**src/rtl/issue_queue_vp.sv**
```systemverilog
module issue_queue_vp #(
  parameter int DEPTH = 8,
  parameter int TW    = 6,
  parameter int PW    = 6,
  parameter int CW    = 16,
  localparam int IW   = $clog2(DEPTH)
) (
  input  logic          clk,
  input  logic          rst_n,
  input  logic          disp_valid,
  input  logic [TW-1:0] disp_dst,
  input  logic [TW-1:0] disp_src0,
  input  logic          disp_rdy0,
  input  logic [TW-1:0] disp_src1,
  input  logic          disp_rdy1,
  output logic          disp_ready,
  output logic [IW-1:0] disp_idx,
  input  logic          iss_en,
  output logic          iss_valid,
  output logic [IW-1:0] iss_idx,
  output logic [TW-1:0] iss_dst,
  input  logic          cmp_valid,
  input  logic [IW-1:0] cmp_idx,
  input  logic          cmp_grant,
  input  logic [PW-1:0] cmp_preg,
  output logic          cmp_got,
  output logic [PW-1:0] cmp_preg_out,
  output logic          cmp_stole,
  output logic          vic_valid,
  output logic [IW-1:0] vic_idx,
  output logic [TW-1:0] vic_tag,
  input  logic          wk_valid,
  input  logic [TW-1:0] wk_tag,
  input  logic          ret_en,
  output logic          ret_fire,
  output logic [TW-1:0] ret_dst,
  output logic [PW-1:0] ret_preg,
  output logic [CW-1:0] steal_cnt,
  output logic [CW-1:0] reexec_cnt
);

  logic [DEPTH-1:0] vld, issd, fin, hasp, rdy0, rdy1;
  logic [TW-1:0]    dst  [DEPTH];
  logic [TW-1:0]    src0 [DEPTH];
  logic [TW-1:0]    src1 [DEPTH];
  logic [PW-1:0]    preg [DEPTH];
  logic [IW-1:0]    head, tail;
  logic [IW:0]      cnt;

  logic          sel_found, vic_found;
  logic [IW-1:0] sel_i, vic_i, cmp_age;

  assign disp_ready = cnt != (IW+1)'(DEPTH);
  assign disp_idx   = tail;
  wire   disp_fire  = disp_valid && disp_ready;

  // oldest ready unissued entry, scanned from the youngest down
  always_comb begin
    logic [IW-1:0] j;
    sel_found = 1'b0;
    sel_i     = '0;
    for (int k = DEPTH-1; k >= 0; k--) begin
      j = head + IW'(k);
      if (vld[j] && !issd[j] && rdy0[j] && rdy1[j]) begin
        sel_found = 1'b1;
        sel_i     = j;
      end
    end
  end

  // youngest finished holder younger than the requester
  assign cmp_age = cmp_idx - head;
  always_comb begin
    logic [IW-1:0] j;
    vic_found = 1'b0;
    vic_i     = '0;
    for (int k = 0; k < DEPTH; k++) begin
      j = head + IW'(k);
      if (vld[j] && fin[j] && hasp[j] && IW'(k) > cmp_age) begin
        vic_found = 1'b1;
        vic_i     = j;
      end
    end
  end

  assign iss_valid    = iss_en && sel_found;
  assign iss_idx      = sel_i;
  assign iss_dst      = dst[sel_i];
  assign cmp_stole    = cmp_valid && !cmp_grant && vic_found;
  assign cmp_got      = cmp_valid && (cmp_grant || vic_found);
  assign cmp_preg_out = cmp_grant ? cmp_preg : preg[vic_i];
  assign vic_valid    = cmp_stole;
  assign vic_idx      = vic_i;
  assign vic_tag      = dst[vic_i];
  assign ret_fire     = ret_en && vld[head] && fin[head] && hasp[head];
  assign ret_dst      = dst[head];
  assign ret_preg     = preg[head];

  wire kill_d0 = vic_valid && disp_src0 == vic_tag;
  wire kill_d1 = vic_valid && disp_src1 == vic_tag;
  wire wake_d0 = wk_valid && disp_src0 == wk_tag;
  wire wake_d1 = wk_valid && disp_src1 == wk_tag;

  always_ff @(posedge clk) begin
    if (!rst_n) begin
      vld <= '0; issd <= '0; fin <= '0; hasp <= '0; rdy0 <= '0; rdy1 <= '0;
      head <= '0; tail <= '0; cnt <= '0;
      steal_cnt <= '0; reexec_cnt <= '0;
      for (int i = 0; i < DEPTH; i++) begin
        dst[i] <= '0; src0[i] <= '0; src1[i] <= '0; preg[i] <= '0;
      end
    end else begin
      // victim clear has priority over wakeup, unissued entries only
      for (int i = 0; i < DEPTH; i++) begin
        if (vld[i] && !issd[i]) begin
          if (vic_valid && src0[i] == vic_tag)    rdy0[i] <= 1'b0;
          else if (wk_valid && src0[i] == wk_tag) rdy0[i] <= 1'b1;
          if (vic_valid && src1[i] == vic_tag)    rdy1[i] <= 1'b0;
          else if (wk_valid && src1[i] == wk_tag) rdy1[i] <= 1'b1;
        end
      end
      if (iss_valid) issd[sel_i] <= 1'b1;
      if (cmp_valid) begin
        if (cmp_got) begin
          fin[cmp_idx]  <= 1'b1;
          hasp[cmp_idx] <= 1'b1;
          preg[cmp_idx] <= cmp_preg_out;
        end else begin
          issd[cmp_idx] <= 1'b0;
        end
        if (!cmp_grant) reexec_cnt <= reexec_cnt + CW'(1);
      end
      if (cmp_stole) begin
        fin[vic_i]  <= 1'b0;
        hasp[vic_i] <= 1'b0;
        issd[vic_i] <= 1'b0;
        steal_cnt   <= steal_cnt + CW'(1);
      end
      if (disp_fire) begin
        vld[tail]  <= 1'b1;
        issd[tail] <= 1'b0;
        fin[tail]  <= 1'b0;
        hasp[tail] <= 1'b0;
        dst[tail]  <= disp_dst;
        src0[tail] <= disp_src0;
        src1[tail] <= disp_src1;
        rdy0[tail] <= (disp_rdy0 || wake_d0) && !kill_d0;
        rdy1[tail] <= (disp_rdy1 || wake_d1) && !kill_d1;
        tail       <= tail + IW'(1);
      end
      // slots leave only through in-order retirement
      if (ret_fire) begin
        vld[head] <= 1'b0;
        head      <= head + IW'(1);
      end
      cnt <= cnt + (IW+1)'(disp_fire) - (IW+1)'(ret_fire);
    end
  end

endmodule

```
**config.mk**
```make
export PLATFORM = sky130hd
export DESIGN_NAME = issue_queue_vp
export DESIGN_NICKNAME = d
export VERILOG_FILES = /design/src/rtl/issue_queue_vp.sv
export SDC_FILE = /design/constraint.sdc
export NUM_CORES = 1
export LEC_CHECK = 0
export ABC_AREA = 0
export BUFFER_PORTS_ARGS = -buffer_cell sky130_fd_sc_hd__clkbuf_2
export CORE_UTILIZATION = 47
export CTS_CLUSTER_DIAMETER = 100
export DETAILED_ROUTE_END_ITERATION = 16
export HOLD_SLACK_MARGIN = 0.02
export PLACE_DENSITY_LB_ADDON = 0.2
export SYNTH_ARGS = -nofsm -noshare
export SYNTH_HDL_FRONTEND = slang
export SYNTH_SLANG_ARGS = --single-unit
```
**constraint.sdc**
```tcl
create_clock -name clk -period 6.8 [get_ports clk]
set_clock_uncertainty 0.05 [all_clocks]
set_input_delay 0.34 -clock clk [delete_from_list [all_inputs] [get_ports clk]]
set_output_delay 0.34 -clock clk [all_outputs]
set_load 0.005 [all_outputs]
```
# == Yosys cells after proc, flatten, opt, wreduce, memory -nomap -nowiden ==
# Memory sizes are Yosys's and may differ from the RTL's. A register that Yosys moved wholly into a read port is not among the register bits.
# Cells that the tools add are included.
# classes
reduce_logical,134
eq_ne,37
muxes,254
bitwise,17
order_cmp,25
addsub,13
# op_table
operator,n
$eq A6 B6 Y1,36
$mux W8,25
$mux W1,145
$bmux W1 S3,48
$logic_and A1 B1 Y1,107
$mux W3,24
$and A8 B8 Y8,8
$lt A3 B4 Y1 const B,12
$add A16 B1 Y16 const B,2
$not A8 Y8,4
$or A8 B8 Y8,4
$mux W6,5
$reduce_or A6 Y1,4
$logic_not A1 Y1,19
$bwmux W8,2
$demux W1 S3,5
$ge A3 B1 Y1 const B,5
$add A3 B3 Y3 const B,4
$gt A3 B3 Y1 const A,4
$add A3 B1 Y3 const B,2
$add A3 B2 Y3 const B,2
$gt A1 B3 Y1 const A,2
$gt A2 B3 Y1 const A,2
$add A4 B1 Y4,1
other kinds (6),8
# word_totals
ramBits,192
input_bits,43
elab_cells,495
mem_count,4
regBits,90
# memory_table
name,words,width,rd,rd_ports_with_merged_regs,wr,line_no,rtl
dst,8,6,3,1,8,43,logic [TW-1:0] dst [DEPTH];
preg,8,6,2,1,8,46,logic [PW-1:0] preg [DEPTH];
src0,8,6,8,0,8,44,logic [TW-1:0] src0 [DEPTH];
src1,8,6,8,0,8,45,logic [TW-1:0] src1 [DEPTH];

# == Longest topological paths before layout ==
# Gate-level depths: netlist of run 1.
# depth
word_depth,31
depth_mapped,22

# == Least setup slack after synthesis of run 1 ==
# No wires, ideal clock.
# synth_path
path_kind,reg-to-output
startpoint,register head[1]
endpoint,output port cmp_preg_out[0]
stages_incl_launch_ff,20
path_buffers,5
arrival_ps,4634
slack_ps,1776
t_required_ps,6410
path_cell_list,dfxtp_1 > buf_4 > buf_4 > inv_1 > buf_2 > fa_1 > xor2_1 > or3_1 > a211oi_2 > o21ai_1 > a2111oi_4 > o21ai_4 > inv_2 > buf_4 > clkbuf_1 > mux4_2 > nor2_1 > nor3_1 > a21oi_1 > inv_1
# synth_via
elab_chain_len,15
# synth_rtl
element,line_no,rtl
from (decl),47,"logic [IW-1:0] head, tail;"
from (signal assigned),154,head <= head + IW'(1);
$add A3 B1 Y3 / $bmux W1 S3 (equally long branches),"78, 79",
$bmux W1 S3 / $mux W1 (equally long branches),79,if (vld[j] && fin[j] && hasp[j] && IW'(k) > cmp_age) begin
$mux W1 (implied by the code) / $logic_and A1 B1 Y1 (equally long branches),79,
$logic_and A1 B1 Y1 (2 in series),79,
$logic_and A1 B1 Y1 / $mux W3 (equally long branches),79,
$mux W3 (6 in series),79,
$mux W3 (*),79,
$mem_v2 Z8 W6 (*),n/a,
$mux W6 (*),91,assign cmp_preg_out = cmp_grant ? cmp_preg : preg[vic_i];
to (decl),27,"output logic [PW-1:0] cmp_preg_out,"
# Mark *: on every way between the ends. The rest lies on a longest branch, timed or not. The select of a mux whose other input is x is not followed.

# == Worst setup path after layout of run 1 ==
# layout_path
startpoint,register head[0]
endpoint,output port vic_tag[1]
# layout_via
elab_chain_len,14
# layout_rtl
element,line_no,rtl
$add A3 B1 Y3 / $bmux W1 S3 (equally long branches),"78, 79",
$bmux W1 S3 / $mux W1 (equally long branches),79,
$mux W1 (implied by the code) / $logic_and A1 B1 Y1 (equally long branches),79,
$logic_and A1 B1 Y1 (2 in series),79,
$logic_and A1 B1 Y1 / $mux W3 (equally long branches),79,
$mux W3 (6 in series),79,
$mux W3 (*),79,
$mem_v2 Z8 W6 (*),n/a,
to (decl),31,"output logic [TW-1:0] vic_tag,"
# Marks and branches as above.

==> results.md, run 1 <==
- Outcome: finished clean
- WL per Instance: 27.7 microns
- Yosys warns: 0
- Core area: 0.0422 sq mm
- Largest family of logic cells by synthesized area: simple AND/OR/NAND/NOR gates
- Hold Path Sink: disp_idx[1]
- H-tree levels: 2
- # IOs: 120
- Largest net degree at the start of global routing: 70
- Hold Crit Depth: 3
- Syn Area/Cell: 9.89 sq um
- Leak pwr: 8.08 nW
- Syn nets: 2106
- Cell variety after synth: 101
- Post-synthesis sequential area ratio: 0.377
- NumNets Final: 2179
- Number of global-route vias before repair: around 17000
- Die Ht: 209 microns
- DR vias: 17400
- Clock Tree Root: clkbuf_16
- Hold Path Origin: disp_valid
- Max-slew headroom: 0.122
- Crit path required time: 6.41 ns
- Share of layout cells above drive strength 1: 0.173
- Worst reg2reg path endpoint: rdy1[1]
- Drt drc: 0
- CP Capture Type: output pin
- CP cell instances: inv_2 -> ha_2 -> buf_4 -> and4b_1 -> o41ai_2 -> o22ai_2 -> a2111oi_4 -> o21ai_4 -> inv_2 -> mux2i_1 -> mux2i_2 -> a21oi_2 -> buf_4 -> inv_1 -> clkbuf_2
- Starting DRT DRC Count: 2036
- Mapped cell area: 0.0202 sq mm
- Post-synth ARST share: 0
- WP data arrival: between 6 and 7 ns
- Final worst-path cycle share: 0.969
- Buffers on Ports: 119
- EDFF count, synth: 192
- Num CTS Buffers: 36
- Routed Antenna Nets: 0
- Compound-Gate Fraction of Synth Area: 0.133
- Final Non-Filler Cells: 2686
- Gpl congestion: 1.01
- Hold Crit Class: input port to register
- MaxCap Viol Count: 0
- Clock latency on the worst-skew pair: 0.56 ns
- Largest cells by area after synthesis: edfxtp_1 (28%), dfxtp_1 (9.2%), xnor2_1 (6.8%)
- Largest stage delay, worst path: 0.78 ns
- Clk buf depth: 3
- PnR worst setup slack: 0.211 ns
- FF-to-FF Start: head[0]
- Simple-gate share of the synthesized area: 0.207
- DP HPWL: around 54 mm
- Most frequent cells in the layout: edfxtp_1 (192), and2_1 (171), xnor2_1 (158), xor2_1 (122), clkbuf_2 (119)
- Final Hold Viols: 0
- Area growth from synthesis to layout: 11.9%
- #FFs+latches synth: about 290
- TritonCTS clock tree: built
- Max-slew violations: 0
- Routed WL: 74.3 mm
- Syn Inst Count: a little over 2000
- Initial Utilization: 0.479
- Routed vias/inst: 6.49
- Antenna violations before repair: 1
- Power Density: 219 mW/mm^2
- Leading cell type in the layout, fill and taps excluded: edfxtp_1
- DRT Pass-1 Iters: 5
- Die width: 209 microns
- Unrepaired setup endpoints after global routing: no
- Critical path type: register to output pin
- Synth top area share: 0.285
- Post-placement cell count: approximately 2600
- Worst R2R Setup Slack: approximately 0.5 ns
- First-pass GRT wire length: 110 mm
- Top_reg_cell synth: edfxtp_1
- Clock transition at path regs: 0.07 ns
- Worst IR Drop VDD: 214 uV
- Mux contribution to synthesized area: 0.106
- Fin crit period: 6.59 ns
- Max Freq: 152 MHz
- # diodes: 0
- XOR/XNOR Fraction of Synth Area: 0.123
- Worst R2R Path Depth: 14
- Congestion Overflow GR: 0
- Slew @ Worst Pin: 1.30 ns
- Clk sinks: 285
- Final setup vio count: 0
- Worst Path Max Fanout: 28
- Setup TNS: 0 ns
- Placement Setup Slack: 0.579 ns
- GRT Overall Usage: 0.337
- Die ar.: 0.0439 sq mm
- Row count: 75
- Hold-fix buffers, CTS: 0
- Crit path launch type: register
- Synth Area in Adders: 0.0113
- Synth area leader: edfxtp_1
- Slowest cell on the critical path: a2111oi_4
per-layer routing:
| metal | global-route usage | up-vias | routed length [microns] |
|---|---|---|---|
| li1 | - | 7672 | - |
| met3 | 0.0603 | 143 | 6920 |
| met1 | 0.475 | 8597 | 31700 |
| met4 | 0.118 | 2 | 2350 |
| met2 | 0.520 | 1014 | 33300 |
| met5 | 0 | - | 13 |
layout make-up:
class	count	area (sq um)
Inverter	49	184
Clock buffer	44	961
Sequential cell	285	7630
Multi-Input combinational cell	1571	11800
Fill cell	3860	19600
Clock inverter	22	320
Tap cell	539	674
Timing Repair Buffer	176	1040
per-stage QoR:
| step | hold slack (ns) | util | cell area, sq um | power (W) |
|---|---|---|---|---|
| final | 0.0616 | 0.536 | 22600 | 0.00496 |
| after global routing | 0.0640 | 0.536 | 22600 | 0.00509 |
| after CTS | 0.0430 | 0.536 | 22600 | 0.00495 |
| after detailed placement | 0.417 | 0.506 | 21400 | 0.00287 |
| after global placement | 0.410 | 0.506 | 21400 | 0.00286 |
| after floorplan | 0.385 | - | 20200 | 0.00257 |
power by group:
part | switching (W) | internal [W] | leakage [nW]
combinational | 0.000483 | 0.000313 | 4.71
clock | 0.000817 | 0.00128 | 0.624
sequential | 0.000116 | 0.00195 | 2.75
total | 0.00142 | 0.00354 | 8.08
sequential cells by signal (all words and copies together) (netlist names), named ones only:
signal and flops:
issd 8, steal_cnt 16, fin 8, src1 48
dst 48, cnt 4, rdy1 8, preg 48
vld 8, reexec_cnt 16, head 3, hasp 8
src0 48, rdy0 8, disp_idx 3
worst max-delay path: cells and delay by family, from the launching register on:
family / cells / cell delay, ns
buffers and inverters: 6 / 1.12
multiplexers: 2 / 0.51
adder cells (fa/ha/maj): 1 / 0.54
AND/OR/NAND/NOR: 1 / 0.23
AO/OA/AOI/OAI: 5 / 2.55
flip-flops: 1 / 0.67
logic make-up (layout without fill, tap and decap cells):
logic type / count (synthesis) / count (layout)
and+or+nand+nor: 756 / 756
AOI/OAI and AO/OA: 367 / 367
buffers and inverters: 190 / 291
muxes: 149 / 149
adders and majority gates: 17 / 17
xor gates and xnor gates: 282 / 282
DFF: 285 / 285
worst max path at each step:
| stage | from | to | slack, ns | cells after the start |
|---|---|---|---|---|
| after floorplan | head[1] | cmp_preg_out[0] | 1.78 | 19 |
| after global placement | head[0] | rdy1[1] | 0.78 | 14 |
| after detailed placement | head[0] | rdy1[1] | 0.58 | 14 |
| after CTS | head[0] | cmp_preg_out[1] | 0.17 | 16 |
| after global routing | head[0] | vic_tag[1] | 0.05 | 16 |
| final | head[0] | vic_tag[1] | 0.21 | 15 |
synthesized netlist by cell type (25+ instances only):
library cell,number
xor2_1,122
a21oi_1,63
nor4_1,30
edfxtp_1,192
and3_1,25
and2_1,171
mux2i_1,73
dfxtp_1,93
nor2b_1,46
inv_1,41
xnor2_1,158
clkbuf_1,79
nor2_1,104
nand4_1,29
nand2_1,105
nor3_1,72
o21ai_0,73
nand3_1,60
mux4_2,50
repair_timing:
item                                    4_1_cts  5_1_grt
setup buffers                                 0        0
endpoints found under the setup margin        0        2
resized for setup                             0        2
No activity file was read; power rests on OpenSTA's default activity.
==> run 2, diff against run 1 <==
- CELL_PAD_IN_SITES_DETAIL_PLACEMENT: default -> 1
- CELL_PAD_IN_SITES_GLOBAL_PLACEMENT: default -> 2
- CORE_UTILIZATION: 47 -> 41
==> results.md, run 2 (synthesized netlist as in run 1, its figures left out) <==
- Row count: 81
- DRT Pass-1 Iters: 5
- Gpl congestion: 0.941
- Routed vias/inst: 6.13
- Fin crit period: 6.47 ns
- Clk buf depth: 3
- Highest metal used: met4
- DP HPWL: between 50 and 60 mm
- Worst IR Drop VDD: about 140 uV
- Die ar.: 0.0502 sq mm
- Starting DRT DRC Count: 1487
- Unrepaired setup endpoints after global routing: no
- Leading cell type in the layout, fill and taps excluded: edfxtp_1
- Sw Share: 0.295
- Worst R2R Path Depth: 16
- Final worst-path cycle share: 0.952
- # IOs: between 100 and 150
- WL per Instance: 29.0 microns
- Drt drc: 0
- Clock transition at path regs: 0.06 ns
- Seq pwr share: 0.427
- Routed WL: between 80 and 90 mm
- Clock Tree Root: clkbuf_16
- Met2 wire length: roughly 39 mm
- Critical path type: register to output pin
- Hold Worst Slack: 0.0705 ns
- Routed Antenna Nets: 0
- Final Hold Viols: 0
- Buffers on Ports: 119
- Max-slew violations: 0
- Max Freq: 155 MHz
- MaxCap Viol Count: 0
- Crit path launch type: register
- Core area: 0.0488 sq mm
- Metal3 WL: 4.83 mm
- Most frequent cells in the layout: edfxtp_1 (192), and2_1 (171), xnor2_1 (158), xor2_1 (122), clkbuf_2 (119)
- Fill cells: approximately 5500
- Initial Utilization: 0.414
- DR vias: 17300
- Clk sinks: 285
- WP data arrival: 6.08 ns
- Clock share of power: 0.404
- Share of layout cells above drive strength 1: 0.171
- Power Density: around 210 mW/mm^2
- Combinational Power Share: 0.168
- Clock latency on the worst-skew pair: ~0.57 ns
- First-pass GRT wire length: 119 mm
- Num CTS Buffers: 36
- NumNets Final: 2187
- Area growth from synthesis to layout: 12.3%
- Die Ht: 224 microns
- Worst Path Max Fanout: 26
- Hold Crit Class: input port to register
- Net Sw Power: 0.00143 W
- Max-slew headroom: 0.126
- H-tree levels: 2
- Worst reg2reg path endpoint: rdy1[1]
- FF-to-FF Start: head[0]
- Antenna violations before repair: 1
- Die width: between 200 and 250 microns
- Number of global-route vias before repair: 17600
- Pint: 0.00341 W
- Slew @ Worst Pin: 1.30 ns
- Crit path required time: approximately 6.4 ns
- Setup TNS: 0 ns
- Outcome: finished clean
- CP Capture Type: output pin
- Final setup vio count: 0
- TritonCTS clock tree: built
- Leak pwr: 8.07 nW
- Largest net degree at the start of global routing: 49
- Start point of the critical path: head[0]
- Congestion Overflow GR: 0
- GRT Overall Usage: 0.325
- Worst R2R Setup Slack: around 0.47 ns
- WL met1: around 35 mm
- Critical path endpoint: cmp_preg_out[5]
## run 2: what timing repair did
| action | CTS | global route |
|---|---|---|
| hold buffers | 0 | 0 |
| setup buffers | 0 | 3 |
| endpoints found under the setup margin | 0 | 4 |
| resized for setup | 0 | 1 |
## run 2: area by class of cell
type	instances	area [sq um]	share of cell area
antenna	3	7.51	0.000330
tap	664	831	0.0366
timing repair buffer	184	1080	0.0477
clock inverter	17	171	0.00754
inverter	49	184	0.00809
clock buffer	49	1000	0.0440
multi-input combinational	1571	11800	0.520
sequential	285	7630	0.336
## run 2: metrics by stage
stage | instances | power [W] | setup WS, ns | area, sq um | utilization
after floorplan | 2046 | 0.00257 | 1.78 | 20200 | -
after detailed placement | 2750 | 0.00290 | 0.436 | 21500 | 0.440
final | 2822 | 0.00484 | 0.328 | 22700 | 0.465
after global routing | 2819 | 0.00498 | 0.00598 | 22700 | 0.465
after CTS | 2816 | 0.00485 | 0.183 | 22700 | 0.464
after global placement | 2750 | 0.00288 | 0.592 | 21500 | 0.440
## run 2: critical path: stages (launching register included)
cell and delay [ns]:
dfxtp_2 0.57, inv_2 0.07, ha_1 0.45, buf_4 0.26, and4b_1 0.22, o41ai_2 0.49
o22ai_2 0.27, o41ai_1 0.45, a211oi_1 0.12, a221o_2 0.35, inv_2 0.57, mux4_2 0.62
nor2_1 0.11, nor3_1 0.05, a21oi_1 0.63, inv_1 0.10, clkbuf_2 0.14
## run 2: power by group through the flow
stage | sequential (W) | combinational (W) | clock [W]
floorplan | 0.00204 | 0.000532 | 0
global placement | 0.00210 | 0.000784 | 0
detailed placement | 0.00210 | 0.000802 | 0
CTS | 0.00206 | 0.000807 | 0.00198
global route | 0.00207 | 0.000875 | 0.00203
finish | 0.00207 | 0.000816 | 0.00196
## run 2: worst min-delay path by stage
stage	from	cells after the start	to
floorplan	hasp[2]	2	hasp[2]
global placement	hasp[2]	2	hasp[2]
detailed placement	fin[2]	2	fin[2]
CTS	disp_valid	3	disp_idx[1]
global route	disp_valid	3	disp_idx[1]
finish	disp_valid	3	disp_idx[1]
## run 2: layer usage
layer  global-route usage  up-vias
met5                    0        -
met4                0.119        0
met3               0.0374      136
met2                0.540      601
met1                0.433     8875
li1                     -     7684
==> run 3, diff against run 2 <==
- CELL_PAD_IN_SITES_DETAIL_PLACEMENT: 1 -> 0
- TNS_END_PERCENT: default -> 30
==> results.md, run 3 (synthesized netlist as in run 1, its figures left out) <==
- Outcome: finished, violations left
- Failing checks: design-rule violations
- Share of layout cells above drive strength 1: 0.171
- Die width: 224 microns
- Buffers on Ports: 119
- Routing usage on met2: 0.511
- Congestion Overflow GR: 0
- Core area: 0.0488 sq mm
- Fin util: 0.465
- Start point of the critical path: head[1]
- Post-placement cell count: 2750
- GRT Max-Usage Layer: met2
- Crit path launch type: register
- Setup TNS: 0 ns
- H-tree levels: 2
- FF-to-FF Start: head[0]
- Routed Antenna Nets: 0
- Hold-fix buffers, CTS: 0
- Max-slew violations: 0
- Number of global-route vias before repair: 16800
- Worst reg2reg path endpoint: rdy0[2]
- Fin crit period: ~6.3 ns
- Gpl congestion: 0.941
- M3 GR Usage: 0.0464
- Starting DRT DRC Count: 1556
- Antenna violations before repair: 1
- CP Capture Type: output pin
- Fill cells: roughly 4600
- NumNets Final: 2186
- Routed vias/inst: ~6.1
- Row count: about 80
- Hold Worst Slack: 0.0682 ns
- Worst R2R Path Depth: 17
- DR vias: 17100
- Placement Setup Slack: 0.479 ns
- Final Non-Filler Cells: between 2000 and 3000
- Max Freq: 158 MHz
- Leak pwr: 8.07 nW
- # diodes: 0
- Clock transition at path regs: 0.06 ns
- Drt drc: 2
- Final setup vio count: 0
- Num CTS Buffers: 36
- Critical path endpoint: cmp_preg_out[5]
- Area growth from synthesis to layout: 12.2%
- Worst IR Drop VDD: 187 uV
- GRT Overall Usage: 0.310
- Die Ht: 224 microns
- Critical path type: register to output pin
- Most frequent cells in the layout: edfxtp_1 (192), and2_1 (171), xnor2_1 (158), xor2_1 (122), clkbuf_2 (119)
- DRT Pass-1 Iters: 11
- First-pass GRT wire length: 114 mm
- Crit path required time: 6.41 ns
- Unrepaired setup endpoints after global routing: no
- TritonCTS clock tree: built
- Routing usage on met1: 0.414
- Hold Crit Class: input port to register
- Power Density: about 210 mW/mm^2
- Largest net degree at the start of global routing: just under 50
- Clk sinks: 285
- Routed WL: 78.0 mm
- Max-slew headroom: 0.170
- Clock Tree Root: clkbuf_16
- Leading cell type in the layout, fill and taps excluded: edfxtp_1
- MaxCap Viol Count: 0
- DP HPWL: 56.3 mm
- Die ar.: 0.0502 sq mm
- Worst Path Max Fanout: 26
- WL per Instance: about 28 microns
- Final worst-path cycle share: 0.934
- Final Hold Viols: 0
- Worst R2R Setup Slack: 0.67 ns
- Initial Utilization: 0.414
- Slew @ Worst Pin: between 1 and 1.5 ns
- PnR worst setup slack: 0.452 ns
- # IOs: 120
- Clk buf depth: 3
- WP data arrival: 5.96 ns
- Clock latency on the worst-skew pair: 0.56 ns
## run 3: cell types whose count changed in the layout (fill, tap and decap cells not counted), moves of 3 or more
| cell | previous run | this run |
|---|---|---|
| clkbuf_1 | 9 | 12 |
| clkinv_1 | 10 | 6 |
| clkinv_2 | 3 | 6 |
| diode_2 | 3 | 0 |
## run 3: layout make-up
type / count / area (sq um) / area share
clock buffer: 51 / 998 / 0.0440
clock inverter: 15 / 161 / 0.00711
inverter: 49 / 184 / 0.00810
multi-input combinational: 1571 / 11800 / 0.521
sequential: 285 / 7630 / 0.336
tap: 664 / 831 / 0.0366
timing repair buffer: 183 / 1080 / 0.0474
## run 3: critical path, stage by stage, from the launching register on
cell,delay [ns]
dfxtp_1,0.31
inv_1,0.24
ha_1,0.29
buf_4,0.18
inv_1,0.25
mux4_2,0.35
and2_1,0.21
nor4_1,0.58
mux2i_1,0.28
a211oi_1,0.09
a221o_2,0.34
inv_2,0.57
mux4_2,0.59
nor2_1,0.12
nor3_1,0.06
a21oi_1,0.65
inv_1,0.10
clkbuf_2,0.14
## run 3: repair_timing
action                     in CTS  in global routing
setup endpoints to repair       0                  9
setup buffers                   0                  2
gates resized for setup         0                  2
## run 3: worst min path at each step
stage,endpoint,depth (start not counted),from,slack (ns)
final,disp_idx[1],3,disp_valid,0.07
after floorplan,hasp[2],2,hasp[2],0.38
after CTS,disp_idx[1],3,disp_valid,0.06
after detailed placement,hasp[2],2,hasp[2],0.42
after global placement,hasp[2],2,hasp[2],0.41
after global routing,disp_idx[1],3,disp_valid,0.11
## run 3: routing by layer
| layer | vias up | wire (microns) |
|---|---|---|
| met5 | - | 0 |
| met4 | 0 | 2570 |
| met3 | 139 | 5240 |
| met2 | 715 | 36700 |
| met1 | 8524 | 33500 |
| li1 | 7681 | - |
## run 3: power by group
part	internal, W	switching, W
clock network	0.00114	0.000775
registers	0.00195	0.000119
logic	0.000314	0.000487
## run 3: stage by stage
step | power (W) | instance area [sq um]
final | 0.00478 | 22700
after global routing | 0.00494 | 22700
after CTS | 0.00481 | 22700
after floorplan | 0.00257 | 20200
after detailed placement | 0.00289 | 21500
after global placement | 0.00288 | 21500
